File: src/rtl/nibble_bus_if.sv
module nibble_bus_if #(
  parameter int AW   = 4,
  parameter int DW   = 4,
  parameter int NDIG = 13
) (
  input  logic               clk,
  input  logic               rst_n,
  input  logic               ale,
  input  logic               cs0_n,
  input  logic               cs1,
  input  logic               rd_n,
  input  logic               wr_n,
  input  logic [AW-1:0]      addr,
  input  logic [DW-1:0]      bus_in,
  output logic [DW-1:0]      bus_out,
  output logic               bus_oe,
  input  logic [NDIG*DW-1:0] time_q,
  input  logic               busy_in,
  input  logic               irq_set,
  output logic               digit_we,
  output logic [AW-1:0]      digit_sel,
  output logic [DW-1:0]      digit_wdata,
  output logic               adj_req,
  output logic               hold,
  output logic               irq_flag,
  output logic [DW-1:0]      ctl_e,
  output logic               mode24,
  output logic               stop,
  output logic               cnt_reset
);
  localparam logic [AW-1:0] REG_D = AW'(NDIG);
  localparam logic [AW-1:0] REG_E = AW'(NDIG + 1);
  localparam logic [AW-1:0] REG_F = AW'(NDIG + 2);

  function automatic logic [DW-1:0] dmask(input logic [AW-1:0] a);
    case (a)
      AW'(1), AW'(3), AW'(5), AW'(12): dmask = DW'(7);
      AW'(7):                          dmask = DW'(3);
      AW'(9):                          dmask = DW'(1);
      default:                         dmask = {DW{1'b1}};
    endcase
  endfunction

  logic [AW-1:0] addr_lat, eff_addr, cap_addr;
  logic [DW-1:0] cap_data, rd_val;
  logic          sel, wr_prev, cap_ok, commit;

  assign eff_addr = ale ? addr : addr_lat;
  assign sel      = cs1 & ~cs0_n;
  assign commit   = cap_ok & wr_n & ~wr_prev;
  assign bus_oe   = sel & ~rd_n;
  assign bus_out  = bus_oe ? rd_val : '0;

  always_comb begin
    if (eff_addr < REG_D)       rd_val = time_q[eff_addr*DW +: DW] & dmask(eff_addr);
    else if (eff_addr == REG_D) rd_val = {adj_req, irq_flag, busy_in, hold};
    else if (eff_addr == REG_E) rd_val = ctl_e;
    else                        rd_val = {1'b0, mode24, stop, cnt_reset};
  end

  always_ff @(posedge clk) begin
    if (!rst_n) begin
      addr_lat    <= '0;
      wr_prev     <= 1'b1;
      cap_addr    <= '0;
      cap_data    <= '0;
      cap_ok      <= 1'b0;
      digit_we    <= 1'b0;
      digit_sel   <= '0;
      digit_wdata <= '0;
      adj_req     <= 1'b0;
      hold        <= 1'b0;
      irq_flag    <= 1'b0;
      ctl_e       <= '0;
      mode24      <= 1'b0;
      stop        <= 1'b0;
      cnt_reset   <= 1'b0;
    end else begin
      if (ale) addr_lat <= addr;
      wr_prev <= wr_n;
      if (!wr_n) begin
        cap_addr <= eff_addr;
        cap_data <= bus_in;
        cap_ok   <= sel;
      end
      digit_we <= commit && (cap_addr < REG_D);
      if (commit && (cap_addr < REG_D)) begin
        digit_sel   <= cap_addr;
        digit_wdata <= cap_data & dmask(cap_addr);
      end
      if (commit && cap_addr == REG_D) begin
        adj_req <= cap_data[3];
        hold    <= cap_data[0];
      end
      irq_flag <= irq_set | (irq_flag & ~(commit && cap_addr == REG_D && !cap_data[2]));
      if (commit && cap_addr == REG_E) ctl_e <= cap_data;
      if (commit && cap_addr == REG_F) begin
        mode24    <= cap_data[2];
        stop      <= cap_data[1];
        cnt_reset <= cap_data[0];
      end
    end
  end

  assert_unselected_quiet_R2: assert property (@(posedge clk) disable iff (!rst_n)
    !(cs1 && !cs0_n) |-> !bus_oe);
  assert_we_single_R5: assert property (@(posedge clk) disable iff (!rst_n)
    digit_we |=> !digit_we);
  assert_we_digit_only_R6: assert property (@(posedge clk) disable iff (!rst_n)
    digit_we |-> (digit_sel < REG_D));
  assert_hold_on_commit_R7: assert property (@(posedge clk) disable iff (!rst_n)
    !commit |=> ($stable(hold) && $stable(adj_req)));
  assert_irq_source_R9: assert property (@(posedge clk) disable iff (!rst_n)
    $rose(irq_flag) |-> $past(irq_set));
  assert_test_bit_zero_R10: assert property (@(posedge clk) disable iff (!rst_n)
    (bus_oe && eff_addr == REG_F) |-> !bus_out[3]);
endmodule

File: config.mk
export PLATFORM = sky130hd
export DESIGN_NAME = nibble_bus_if
export DESIGN_NICKNAME = d
export VERILOG_FILES = /design/src/rtl/nibble_bus_if.sv
export SDC_FILE = /design/constraint.sdc
export NUM_CORES = 1
export LEC_CHECK = 0
export CORE_ASPECT_RATIO = 0.75
export CORE_MARGIN = 10
export CORE_UTILIZATION = 65
export CTS_BUF_LIST = sky130_fd_sc_hd__clkbuf_4
export CTS_CLUSTER_DIAMETER = 60
export DETAILED_ROUTE_END_ITERATION = 8
export DONT_BUFFER_PORTS = 1
export PLACE_DENSITY = 0.89
export SLEW_MARGIN = 20
export SYNTH_ARGS = -nofsm -noshare
export SYNTH_HDL_FRONTEND = slang
export SYNTH_SLANG_ARGS = --single-unit
File: constraint.sdc
create_clock -name clk -period 4.85 [get_ports clk]
set_clock_uncertainty 0.15 [all_clocks]
set_input_delay 0.485 -clock clk [delete_from_list [all_inputs] [get_ports clk]]
set_output_delay 0.485 -clock clk [all_outputs]
set_load 0.01 [all_outputs]
==> impl_metrics.env <==
export IMPL_cts_root_buf="clkbuf_4"
export IMPL_place_congestion=0.889
export IMPL_initial_core_util_pct=69.6
export IMPL_crit_type="reg -> out"
export IMPL_combPwrFrac_pct=15.5
export IMPL_seqPwrFrac_pct=54.0
export IMPL_crit_fanout=11
export IMPL_post_drt_wl_per_cell_um=21.7
export IMPL_area_growth_pct=3.51
export IMPL_min_delay_path_depth=1
export IMPL_synthTopCellsByCount="39 x nor2_1, 33 x dfxtp_1, 26 x nand2_1"
export IMPL_synth_avg_cell_area_um2=8.20
export IMPL_cellPowerDensity_nw_per_um2=279
export IMPL_crit_buf_inv=0
export IMPL_cts_tree="built"
export IMPL_synth_top_area_share_pct=35.7
export IMPL_crit_cells=5
export IMPL_netSwitchingPower_uw=145
export IMPL_hold_class="in -> reg"
export IMPL_first_iter_violations=305
export IMPL_cts_buffers=5
export IMPL_cts_setup_buffers=0
export IMPL_slew_limit_headroom_pct=35.2
export IMPL_antenna_left=0
export IMPL_end_kind="primary output"
export IMPL_via_count=1835
export IMPL_power_frac_clock_pct=30.5
export IMPL_min_period_over_period_pct=61.7
export IMPL_total_power_uw=534
export IMPL_timing_hold_ws_ns=0.0664
export IMPL_slowest_stage="mux2i_1"
export IMPL_htreeDepth=2
export IMPL_arrival_ns=2.36
export IMPL_via_per_inst=7.00
export IMPL_grt_pass1_vias=1778
export IMPL_leakage_nw=0.704
export IMPL_ctsResizeCount=0
export IMPL_max_freq_ghz=0.334
export IMPL_synth_nets=295
export IMPL_power_internal_uw=389
export IMPL_post_synth_top_count_cell="nor2_1"
export IMPL_coreArea_um2=2660
export IMPL_synth_flop_cell="dfxtp_1"
export IMPL_dp_hpwl_mm=4.61
export IMPL_clock_latency_ns=0.34
export IMPL_final_cells=262
export IMPL_dieWidth_um=81.7
export IMPL_placed_area_um2=1860
export IMPL_postSynthCellCount=226
export IMPL_critPathLaunchType="flop"
export IMPL_cp_data_required_time_ns=4.22
export IMPL_swShare_pct=27.1
export IMPL_place_ws_ns=2.05
export IMPL_hold_violations=0
export IMPL_design_area_um2=1920
export IMPL_ff2ff_path_depth=4
export IMPL_io_buffers=0
export IMPL_drc=0
export IMPL_tightest_slew_ns=0.945
export IMPL_path_cells="mux2i_1 -> nand2_1 -> a31oi_1 -> a2111oi_0 -> nor4b_1"
export IMPL_wl_mm=5.68
export IMPL_overflow=0
export IMPL_slowest_delay_ns=0.72
export IMPL_ctsHoldBuffers=0
export IMPL_critPathTopFamily="multiplexers"
export IMPL_grt_setup_unrepaired="no"
export IMPL_fin_tns_setup_ns=0
export IMPL_clk_pin_slew_worst_paths_ns=0.10
export IMPL_nNetsFinal=294
export IMPL_clkSinkCount=33
export IMPL_antenna_found_initial=0
export IMPL_synthArstFlopShare_pct=0
export IMPL_synth_seq_area_share_pct=35.7
export IMPL_die_h_um=66.2
export IMPL_drive_gt1_share_pct=8.85
export IMPL_run_status="finished clean"
export IMPL_antenna_cells=0
export IMPL_cts_buffer_depth=2
export IMPL_synth_seq_cells=33
export IMPL_boundaryPins=93
export IMPL_dieArea_um2=5410
export IMPL_grt_max_degree=30
export IMPL_finalSetupViolations=0
export IMPL_dpl_cell_count=254
export IMPL_first_pass_iters=4
export IMPL_utilization_pct=72.0
export IMPL_final_max_slew_viol_count=0
export IMPL_synth_area_um2=1850
export IMPL_rows=16
export IMPL_ys_types=46
export IMPL_fin_ws_ns=1.86
export IMPL_yosys_area_top_type="dfxtp_1"
export IMPL_cap_viol_max_count=0
export IMPL_yosys_warnings=0
export IMPL_grt_first_pass_wirelength_mm=8.85
export IMPL_synth_edff_count=0
export IMPL_grtUsageTotal_pct=20.7
export IMPL_yosys_top_cells_area="dfxtp_1 36%, mux2i_1 9.7%, nor2_1 7.9%"
export IMPL_peakVddDrop_mv=0.201
export IMPL_min_period_ns=2.99
[layout by cell type, fill, tap and decap left out, types with 3 or more instances in the layout]
cell and n:
a21oi_1 15, o21ai_0 6, clkbuf_4 8, mux2_2 5, o22ai_1 13, nand2b_1 4, nor2_1 39, o2111a_1 3
nand2_1 26, nor3_1 5, o21bai_1 3, mux2i_1 18, dfxtp_1 33, a31oi_1 3, inv_1 5, nor2b_1 3
[path summary, 6_finish.rpt]
check	from	endpoint	slack, ns
worst max register to register	cap_addr[3]	ctl_e[0]	2.88
worst min-delay path	rst_n	wr_prev	0.07
worst min register to register	digit_wdata[1]	digit_wdata[1]	0.36
worst max-delay path	addr_lat[0]	bus_out[3]	1.86
[state kept, by name, indices dropped and copies added, names as in the netlist, 4 cells and up]
register	flops
cap_addr	4
digit_sel	4
cap_data	4
addr_lat	4
ctl_e	4
digit_wdata	4
[kinds of logic (layout without fill, tap and decap cells)]
group | Yosys count | after routing | synth area share [%]
buffers and inverters | 15 | 15 | 3.98
multiplexers | 25 | 25 | 14.8
AND/OR/NAND/NOR | 87 | 87 | 20.7
AO/OA/AOI/OAI | 66 | 66 | 24.8
flip-flops | 33 | 33 | 35.7
[worst register-to-register path, cell delays in order (launching register included)]
cell and delay [ns]:
dfxtp_1 0.50, nand3_1 0.22, nor3_1 0.63, mux2i_1 0.26, nor2_1 0.06
[cell type report]
class                   count  area (um2)
fillers                   212         744
well taps                  36        45.0
clock buffers               8        60.1
multi-input cells         178        1120
inverters                   5        18.8
flip-flops and latches     33         661
repair buffers              2        15.0
[power groups by stage]
| stage | combinational [mW] | clock, mW | sequential, mW |
|---|---|---|---|
| after floorplan | 0.0724 | 0 | 0.291 |
| after global placement | 0.0765 | 0 | 0.294 |
| after detailed placement | 0.0810 | 0 | 0.295 |
| after CTS | 0.0814 | 0.161 | 0.288 |
| after global routing | 0.0899 | 0.177 | 0.290 |
| final | 0.0826 | 0.163 | 0.289 |
[metal layers]
metal	part of all wire [%]	global-route usage [%]	vias to the layer above
li1	-	-	837
met1	35	23.4	861
met2	46	31.8	119
met3	15	12.4	18
met4	2.9	6.99	0
met5	0	0	-
No activity file was read; power rests on OpenSTA's default activity.
